## src/rtl/rxq_pkg.sv

```systemverilog
package rxq_pkg;
  // Host register addresses
  localparam logic [7:0] ADR_IRQ  = 8'h0C;
  localparam logic [7:0] ADR_STAT = 8'h1C;
  localparam logic [7:0] ADR_DATA = 8'h1F;

  // Interrupt status bit positions
  localparam int B_DONE  = 7;
  localparam int B_SOF   = 6;
  localparam int B_THR   = 5;
  localparam int B_CRC   = 4;
  localparam int B_FRAME = 2;

  // Position of the overflow flag in the FIFO status register
  localparam int B_OVF   = 7;

  // Fill level after one cycle of push/pop activity
  function automatic int fill_after(int cnt, bit push, bit pop);
    return cnt + int'(push) - int'(pop);
  endfunction

  // True when the fill level climbs onto the threshold this cycle
  function automatic bit thr_crossed(int old_cnt, int new_cnt, int thr);
    return (old_cnt == thr - 1) && (new_cnt == thr);
  endfunction
endpackage

```

## src/rtl/rxq_store.sv

```systemverilog
module rxq_store #(
  parameter int DEPTH = 12,
  parameter int DW    = 8,
  localparam int CW   = $clog2(DEPTH + 1),
  localparam int PW   = (DEPTH > 1) ? $clog2(DEPTH) : 1
) (
  input  logic          clk,
  input  logic          rst_n,
  input  logic          push_req,
  input  logic [DW-1:0] din,
  input  logic          pop_req,
  input  logic          clr_ovf,
  output logic [DW-1:0] head,
  output logic [CW-1:0] count,
  output logic          empty,
  output logic          ovf,
  output logic          push_acc,
  output logic          pop_acc,
  output logic          drop_evt
);
  import rxq_pkg::*;

  logic [DW-1:0] mem [DEPTH];
  logic [PW-1:0] wp_q, rp_q;
  logic [CW-1:0] cnt_q, cnt_d;
  logic          ovf_q;
  logic          full;

  function automatic logic [PW-1:0] ptr_inc(logic [PW-1:0] p);
    return (int'(p) == DEPTH - 1) ? '0 : p + 1'b1;
  endfunction

  assign empty    = (cnt_q == '0);
  assign full     = (int'(cnt_q) == DEPTH);
  assign pop_acc  = pop_req && !empty;
  assign push_acc = push_req && (!full || pop_acc);
  assign drop_evt = push_req && !push_acc;
  assign cnt_d    = CW'(fill_after(int'(cnt_q), push_acc, pop_acc));

  always_ff @(posedge clk) begin
    if (!rst_n) begin
      wp_q  <= '0;
      rp_q  <= '0;
      cnt_q <= '0;
      ovf_q <= 1'b0;
    end else begin
      if (push_acc) wp_q <= ptr_inc(wp_q);
      if (pop_acc)  rp_q <= ptr_inc(rp_q);
      cnt_q <= cnt_d;
      if (drop_evt)     ovf_q <= 1'b1;
      else if (clr_ovf) ovf_q <= 1'b0;
    end
  end

  always_ff @(posedge clk) begin
    if (push_acc) mem[wp_q] <= din;
  end

  assign head  = mem[rp_q];
  assign count = cnt_q;
  assign ovf   = ovf_q;

  // the fill level never exceeds the depth
  a_r8_count_bound: assert property (@(posedge clk) disable iff (!rst_n)
    int'(cnt_q) <= DEPTH);

  // a dropped byte leaves the count unchanged and flags overflow
  a_r11_drop_keeps_count: assert property (@(posedge clk) disable iff (!rst_n)
    drop_evt |=> (cnt_q == $past(cnt_q)) && ovf_q);

  // a pop on an empty FIFO leaves the count at zero
  a_r10_empty_pop: assert property (@(posedge clk) disable iff (!rst_n)
    (pop_req && empty && !push_req) |=> (cnt_q == '0));
endmodule

```

## src/rtl/rxq_irq.sv

```systemverilog
module rxq_irq #(
  parameter int SW = 8
) (
  input  logic          clk,
  input  logic          rst_n,
  input  logic [SW-1:0] set_vec,
  input  logic          irq_set,
  input  logic          clr,
  output logic [SW-1:0] flags,
  output logic          irq
);
  import rxq_pkg::*;

  logic [SW-1:0] flags_q;
  logic          irq_q;

  always_ff @(posedge clk) begin
    if (!rst_n) begin
      flags_q <= '0;
      irq_q   <= 1'b0;
    end else begin
      flags_q <= (clr ? '0 : flags_q) | set_vec;
      irq_q   <= (clr ? 1'b0 : irq_q) | irq_set;
    end
  end

  assign flags = flags_q;
  assign irq   = irq_q;

  // a threshold event shows in the flags and on the line next cycle
  a_r4_thr_raises: assert property (@(posedge clk) disable iff (!rst_n)
    set_vec[B_THR] |=> irq_q && flags_q[B_THR]);

  // end of frame raises the line next cycle
  a_r3_eof_raises: assert property (@(posedge clk) disable iff (!rst_n)
    set_vec[B_DONE] |=> irq_q && flags_q[B_DONE]);

  // a quiet status read clears everything
  a_r7_read_clears: assert property (@(posedge clk) disable iff (!rst_n)
    (clr && set_vec == '0 && !irq_set) |=> (flags_q == '0) && !irq_q);

  // with no raising event and no prior request, the line stays low
  a_r6_err_no_irq: assert property (@(posedge clk) disable iff (!rst_n)
    (!irq_set && !irq_q) |=> !irq_q);
endmodule

```

## src/rtl/rx_fifo_irq.sv

```systemverilog
module rx_fifo_irq #(
  parameter int DEPTH  = 12,
  parameter int THRESH = 9,
  parameter int ADDR_W = 5,
  localparam int CW    = $clog2(DEPTH + 1)
) (
  input  logic              clk,
  input  logic              rst_n,
  input  logic              sof_i,
  input  logic              byte_vld_i,
  input  logic [7:0]        byte_i,
  input  logic              eof_i,
  input  logic              frame_err_i,
  input  logic              crc_err_i,
  input  logic              host_rd_i,
  input  logic [ADDR_W-1:0] host_addr_i,
  output logic [7:0]        host_rdata_o,
  output logic              irq_o
);
  import rxq_pkg::*;

  // Named internal events
  logic          rd_irq, rd_stat, rd_data;
  logic          push_acc, pop_acc, drop_evt;
  logic          thr_evt;
  logic [7:0]    set_vec;
  logic [7:0]    head, flags;
  logic [CW-1:0] count;
  logic          empty, ovf;
  logic [7:0]    stat_word;

  assign rd_irq  = host_rd_i && (host_addr_i == ADDR_W'(ADR_IRQ));
  assign rd_stat = host_rd_i && (host_addr_i == ADDR_W'(ADR_STAT));
  assign rd_data = host_rd_i && (host_addr_i == ADDR_W'(ADR_DATA));

  rxq_store #(.DEPTH(DEPTH), .DW(8)) u_store (
    .clk      (clk),
    .rst_n    (rst_n),
    .push_req (byte_vld_i),
    .din      (byte_i),
    .pop_req  (rd_data),
    .clr_ovf  (sof_i),
    .head     (head),
    .count    (count),
    .empty    (empty),
    .ovf      (ovf),
    .push_acc (push_acc),
    .pop_acc  (pop_acc),
    .drop_evt (drop_evt)
  );

  assign thr_evt = thr_crossed(int'(count),
                               fill_after(int'(count), push_acc, pop_acc),
                               THRESH);

  always_comb begin
    set_vec          = '0;
    set_vec[B_SOF]   = sof_i;
    set_vec[B_THR]   = thr_evt;
    set_vec[B_CRC]   = crc_err_i;
    set_vec[B_FRAME] = frame_err_i;
    set_vec[B_DONE]  = eof_i;
  end

  rxq_irq #(.SW(8)) u_irq (
    .clk     (clk),
    .rst_n   (rst_n),
    .set_vec (set_vec),
    .irq_set (thr_evt || eof_i),
    .clr     (rd_irq),
    .flags   (flags),
    .irq     (irq_o)
  );

  always_comb begin
    stat_word        = 8'(count);
    stat_word[B_OVF] = ovf;
  end

  always_comb begin
    host_rdata_o = 8'h00;
    if (rd_irq)                host_rdata_o = flags;
    else if (rd_stat)          host_rdata_o = stat_word;
    else if (rd_data && !empty) host_rdata_o = head;
  end

  // a threshold event can only happen on an accepted byte
  a_r5_thr_needs_push: assert property (@(posedge clk) disable iff (!rst_n)
    thr_evt |-> push_acc && !pop_acc);

  // a data read on a non-empty FIFO lowers the count by one unless a byte enters
  a_r9_pop_dec: assert property (@(posedge clk) disable iff (!rst_n)
    (rd_data && !empty && !byte_vld_i) |=> (count == $past(count) - 1'b1));

  // a read of an unmapped address does not move the count
  a_r12_other_quiet: assert property (@(posedge clk) disable iff (!rst_n)
    (host_rd_i && !rd_irq && !rd_stat && !rd_data && !byte_vld_i) |=> $stable(count));
endmodule

```

## config.mk

```make
export PLATFORM = sky130hd
export DESIGN_NAME = rx_fifo_irq
export DESIGN_NICKNAME = d
export VERILOG_FILES = /design/src/rtl/rxq_pkg.sv /design/src/rtl/rxq_store.sv /design/src/rtl/rxq_irq.sv /design/src/rtl/rx_fifo_irq.sv
export SDC_FILE = /design/constraint.sdc
export NUM_CORES = 1
export LEC_CHECK = 0
export BUFFER_PORTS_ARGS = -buffer_cell sky130_fd_sc_hd__buf_2
export CORE_ASPECT_RATIO = 0.6
export CORE_MARGIN = 4
export CORE_UTILIZATION = 54
export CTS_BUF_LIST = sky130_fd_sc_hd__clkbuf_16
export CTS_CLUSTER_DIAMETER = 150
export DETAILED_ROUTE_END_ITERATION = 10
export PLACE_DENSITY = 0.79
export SYNTH_ARGS = -nofsm -noshare
export SYNTH_HDL_FRONTEND = slang
export SYNTH_SLANG_ARGS = --single-unit
```

## constraint.sdc

```tcl
create_clock -name clk -period 2.8 [get_ports clk]
set_clock_uncertainty 0.05 [all_clocks]
set_input_delay 0.56 -clock clk [delete_from_list [all_inputs] [get_ports clk]]
set_output_delay 0.56 -clock clk [all_outputs]
set_load 0.01 [all_outputs]
```

==> results.sh, run 1 <==
export IMPL_status="finished, final reports clean"
export IMPL_cts_tree="built"
export IMPL_grt_pass1_vias=3093
export IMPL_drt_iter0_drc=403
export IMPL_wire_per_inst_um=22.6
export IMPL_core_um2=8750
export IMPL_hold_slack_ps=314
export IMPL_clk_latency_ps=410
export IMPL_layoutNonFillerInstCount=507
export IMPL_cts_sinks=119
export IMPL_ys_types=45
export IMPL_p_sw_mw=0.880
export IMPL_syn_avg_cell_area_um2=15.6
export IMPL_power_frac_comb_pct=3.6
export IMPL_cp_slowest_stage_delay_ps=490
export IMPL_fin_nets=413
export IMPL_antenna_found_initial=0
export IMPL_max_slew_margin_pct=54.2
export IMPL_synthesis_area_um2=4980
export IMPL_fillers=572
export IMPL_grt_ovfl_total=0
export IMPL_grt_total_usage_pct=22.6
export IMPL_firstDrtPassIters=4
export IMPL_grt_util_met2_pct=33.9
export IMPL_syn2layout_area_growth_pct=22.2
export IMPL_power_density_nw_per_um2=692
export IMPL_hp_class="in -> reg"
export IMPL_slew_violations=0
export IMPL_hold_viol=0
export IMPL_synthCells=320
export IMPL_crit_buf_inv=2
export IMPL_crit_chain="clkbuf_16 -> mux4_2 -> mux2i_1 -> o21ai_1 -> a22o_1 -> buf_2"
export IMPL_synth_top_area_share_pct=57.9
export IMPL_period_share_pct=97.4
export IMPL_irDropWorstVdd_mv=0.534
export IMPL_n_antenna_cell=0
export IMPL_crit_type="reg -> out"
export IMPL_syn_nets=351
export IMPL_yosys_warnings=0
export IMPL_num_io_pins=30
export IMPL_postCtsHoldBufs=0
export IMPL_synthTopCellsByCount="96 x edfxtp_1, 23 x dfxtp_1, 20 x mux4_2"
export IMPL_slowest_stage="mux4_2"
export IMPL_routed_wl_um=11500
export IMPL_synth_most_common_cell="edfxtp_1"
export IMPL_clockBufferDepth=2
export IMPL_cp_required_ps=2190
export IMPL_placed_cells=469
export IMPL_h_tree_depth=4
export IMPL_use_met3_pct=5.57
export IMPL_max_cap_violations=0
export IMPL_portBuffers=29
export IMPL_max_freq_mhz=367
export IMPL_cp_start_kind="flip-flop"
export IMPL_pwr_share_seq_pct=46.5
export IMPL_seq_area_frac_synth_pct=67.2
export IMPL_met1_usage_pct=31.7
export IMPL_viasPerCell=6.12
export IMPL_grt_most_used_layer="met2"
export IMPL_critPathTopFamily="multiplexers"
export IMPL_numCtsBuffers=17
export IMPL_grt_pass1_wl_um=17500
export IMPL_dieArea_um2=10900
export IMPL_endpoint_kind="output pin"
export IMPL_pwr_share_clk_pct=50.0
export IMPL_tns_ps=0
export IMPL_synth_area_top_cells="edfxtp_1 58%, dfxtp_1 9.3%, mux4_2 9.1%"
export IMPL_synth_main_ff_cell="edfxtp_1"
export IMPL_yosys_area_top_type="edfxtp_1"
export IMPL_dieWidth_um=132
export IMPL_die_h_um=82.4
export IMPL_rsz0062_at_grt="true"
export IMPL_async_flop_share_pct=0
export IMPL_p_sw_share_pct=20.9
export IMPL_place_congestion=0.830
export IMPL_initial_utilization_pct=56.9
export IMPL_hold_start="frame_err_i"
export IMPL_ys_ff_latch=119
export IMPL_clk_pin_slew_ps=60
export IMPL_hpwl_um=7210
export IMPL_root_buffer="clkbuf_16"
export IMPL_final_util_pct=69.5
export IMPL_crit_fanout=5
export IMPL_finalSetupViolations=0
export IMPL_ant_nets=0
export IMPL_grt_start_max_net_pins=17
export IMPL_fin_crit_ps=2730
export IMPL_synth_edf_count=96
export IMPL_tightest_slew_ps=686
export IMPL_num_rows=26
export IMPL_r2r_start="u_store.count[0]"
export IMPL_vias=3102
export IMPL_leakage_nw=2.19
export IMPL_drc=0
export IMPL_arrival_ps=2120
export IMPL_drive_gt1_share_pct=30.6
export IMPL_p_int_mw=3.33
## flip-flops by register name (all words and copies together) (netlist names), named ones only
name           flops
u_store.wp_q       4
u_irq.flags        5
u_store.mem       96
u_irq.irq          1
u_store.rp_q       4
u_store.count      4
u_store.ovf        1
## repair_timing
action | 4_1_cts | 5_1_grt
buffers inserted | 3 | 1
pin swaps | 0 | 6
resized for setup | 9 | 11
endpoints found under the setup margin | 8 | 9
gates cloned | 1 | 1
## per-layer routing
layer,vias up,routed length (µm),share of wire (%)
met4,0,162,1.4
met5,-,0,0
met1,1542,5240,46
met3,18,880,7.7
li1,1388,-,-
met2,154,5190,45
## cells by family after synthesis
group | after synthesis | synth area share [%]
AOI/OAI and AO/OA | 45 | 5.96
xor gates and xnor gates | 5 | 1.18
adders and majority gates | 10 | 2.51
buffers and inverters | 27 | 2.87
DFF | 119 | 67.2
muxes | 36 | 12.3
and+or+nand+nor | 78 | 8.00
## cell type report
| cell class | instances | area, µm² | share of cell area (%) |
|---|---|---|---|
| Clock buffer | 21 | 526 | 8.64 |
| Timing Repair Buffer | 58 | 442 | 7.26 |
| Tap cell | 112 | 140 | 2.30 |
| Clock inverter | 11 | 60.1 | 0.988 |
| Sequential cell | 119 | 3350 | 55.2 |
| Inverter | 12 | 45.0 | 0.741 |
| Multi-Input combinational cell | 174 | 1510 | 24.9 |
## metrics by stage
step,instance area (µm²),power [mW],setup WS (ps)
final,6080,4.21,72.3
after global routing,6080,4.34,-26.8
after CTS,6020,4.22,7.62
after detailed placement,5360,2.13,-51.8
after global placement,5360,2.12,-11.6
after floorplan,4990,2.06,15.8
## worst paths after layout
path                     endpoint  slack, ps  depth (start not counted)
hold / removal     u_irq.flags[2]        310                          3
setup reg to reg   u_irq.flags[5]        200                         14
setup / recovery  host_rdata_o[5]         70                          6
hold reg to reg    u_irq.flags[5]        440                          2
## worst min-delay path: cells and delay by family
| kind | cells | cell delay [ps] |
|---|---|---|
| buffers and inverters | 1 | 80 |
| AND/OR/NAND/NOR | 1 | 70 |
| AO/OA/AOI/OAI | 1 | 30 |
## power groups by stage
stage	Sequential [mW]	Clock, mW	Combinational [mW]
4_1_cts	1.96	2.12	0.147
3_5_place_dp	1.99	0	0.143
6_report	1.96	2.10	0.150
3_3_place_gp	1.99	0	0.134
2_1_floorplan	1.99	0	0.0685
5_1_grt	1.96	2.22	0.164
## cell usage in the layout (no fill, tap or decap), types with 4 or more instances in the layout
cell type and n:
edfxtp_1 96, nor2_1 18, mux4_2 20, and3_1 14, o21ai_0 7, nand2_1 12
nor2b_1 7, buf_4 22, mux2i_1 15, buf_2 29, dfxtp_1 19, clkbuf_16 22
nand3_1 11, clkinv_2 4, inv_4 4, a31oi_1 4, o21ai_1 4, a21oi_1 12
inv_1 11, ha_1 10
(Power assumes the default switching activity.)
==> run 2, diff against run 1 <==
--- a/config.mk
+++ b/config.mk
@@ -7,12 +7,11 @@
 export LEC_CHECK = 0
 export BUFFER_PORTS_ARGS = -buffer_cell sky130_fd_sc_hd__buf_2
 export CORE_ASPECT_RATIO = 0.6
-export CORE_MARGIN = 4
 export CORE_UTILIZATION = 54
-export CTS_BUF_LIST = sky130_fd_sc_hd__clkbuf_16
 export CTS_CLUSTER_DIAMETER = 150
 export DETAILED_ROUTE_END_ITERATION = 10
 export PLACE_DENSITY = 0.79
+export RECOVER_POWER = 25
 export SYNTH_ARGS = -nofsm -noshare
 export SYNTH_HDL_FRONTEND = slang
 export SYNTH_SLANG_ARGS = --single-unit
==> run 2 against run 1 <==
First-iteration DRC count decreased by 9.2%. Clock-buffer cell count increased by 3. Power decreased by 0.76%. Highest routed layer unchanged. Critical path depth unchanged. Fmax decreased by 1.2%. Sequential share of layout area decreased by 0.11 points. Die area decreased by 12%. Routed wire length decreased by 0.59%. Combinational power increased by 8%. Cell count increased by 0.20%.
==> results.sh, run 2 (synthesis results as in run 1) <==
export IMPL_status="finished, final reports clean"
export IMPL_n_antenna_cell=0
export IMPL_routed_wl_um=11400
export IMPL_slew_violations=0
export IMPL_hold_slack_ps=316
export IMPL_max_freq_mhz=362
export IMPL_crit_chain="clkbuf_16 -> mux4_2 -> mux2i_1 -> o21ai_0 -> a32o_1 -> buf_2"
export IMPL_grt_start_max_net_pins=17
export IMPL_grt_pass1_wl_um=16900
export IMPL_max_cap_violations=0
export IMPL_hold_viol=0
export IMPL_rsz0062_at_grt="true"
export IMPL_hpwl_um=6920
export IMPL_root_buffer="clkbuf_16"
export IMPL_antenna_found_initial=0
export IMPL_cp_start_kind="flip-flop"
export IMPL_portBuffers=29
export IMPL_place_congestion=0.901
export IMPL_power_density_nw_per_um2=684
export IMPL_core_um2=8720
export IMPL_fin_crit_ps=2760
export IMPL_grt_ovfl_total=0
export IMPL_crit_fanout=5
export IMPL_num_io_pins=30
export IMPL_dieWidth_um=126
export IMPL_dieArea_um2=9620
export IMPL_final_cell_mix="96 x edfxtp_1, 23 x buf_4, 22 x buf_2"
export IMPL_vias=3165
export IMPL_place_area_um2=5370
export IMPL_drc=0
export IMPL_tightest_slew_ps=597
export IMPL_num_rows=26
export IMPL_register_area_um2=3360
export IMPL_endpoint_kind="output pin"
export IMPL_cts_tree="built"
export IMPL_syn2layout_area_growth_pct=22.7
export IMPL_cts_sinks=119
export IMPL_layout_setup_ws_ps=40.2
export IMPL_clk_latency_ps=410
export IMPL_place_ws_ps=-91.1
export IMPL_arrival_ps=2150
export IMPL_viasPerCell=6.23
export IMPL_slowest_stage="mux4_2"
export IMPL_drive_gt1_share_pct=29.8
export IMPL_stdcell_area_um2=6100
export IMPL_h_tree_depth=4
export IMPL_drt_iter0_drc=366
export IMPL_multi_input_area_um2=1560
export IMPL_fillers=556
export IMPL_cp_slowest_stage_delay_ps=500
export IMPL_clk_pin_slew_ps=50
export IMPL_period_share_pct=98.6
export IMPL_cp_required_ps=2190
export IMPL_largest_register_ffs=96
export IMPL_max_slew_margin_pct=60.1
export IMPL_grt_pass1_vias=2990
export IMPL_leakage_nw=2.16
export IMPL_die_h_um=76.4
export IMPL_finalSetupViolations=0
export IMPL_irDropWorstVdd_mv=0.600
export IMPL_layout_commonest_cell="edfxtp_1"
export IMPL_wire_per_inst_um=22.4
export IMPL_hp_class="in -> reg"
export IMPL_grt_total_usage_pct=25.2
export IMPL_numCtsBuffers=17
export IMPL_largest_register="u_store.mem"
export IMPL_initial_utilization_pct=57.1
export IMPL_firstDrtPassIters=7
export IMPL_crit_type="reg -> out"
export IMPL_ant_nets=0
export IMPL_clockBufferDepth=2
export IMPL_fin_nets=414
## run 2: metal layers
layer	vias to the layer above	track usage, %	wire length [µm]
met5	-	0	0
met4	0	8.43	221
met3	28	9.13	1230
met2	205	35.7	5000
met1	1550	36.1	4950
li1	1382	-	-
## run 2: area by class of cell
cell class	instances	share of cell area (%)
flip-flops and latches	119	55.0
well taps	112	2.30
repair buffers	59	7.22
clock inverters	8	1.11
multi-input cells	174	25.5
inverters	12	0.738
clock buffers	24	8.08
## run 2: repair_timing
item                                    in CTS  in global routing
resized for setup                           10                 17
setup buffers                                3                  2
endpoints found under the setup margin       8                 10
hold buffers                                 0                  0
pin swaps                                    0                  6
gates cloned                                 1                  1
## run 2: path summary, 6_finish.rpt
path | slack (ps) | to | cells after the start | from
min | 320 | u_irq.flags[2] | 3 | frame_err_i
min reg2reg | 430 | u_irq.flags[5] | 2 | u_irq.flags[5]
max reg2reg | 140 | u_irq.irq | 14 | u_store.count[1]
max | 40 | host_rdata_o[1] | 6 | flip-flop
## run 2: through the flow
step	total power, mW	setup TNS [ps]	util (%)	std cells
3_3_place_gp	2.13	-22.7	61.6	469
2_1_floorplan	2.06	0	-	320
5_1_grt	4.27	-101	70.0	508
6_report	4.18	0	70.0	508
4_1_cts	4.17	0	68.9	505
3_5_place_dp	2.13	-175	61.6	469
## run 2: critical path: cells and delay by family, from the launching register on
family / cells / cell delay (ps)
compound gates: 2 / 380
flops: 1 / 390
buf+inv: 2 / 310
mux: 2 / 650
## run 2: report_power, final
| group | switching (mW) | internal [mW] |
|---|---|---|
| sequential | 0.0193 | 1.94 |
| clock | 0.745 | 1.31 |
| combinational | 0.0963 | 0.0655 |
| total | 0.861 | 3.32 |
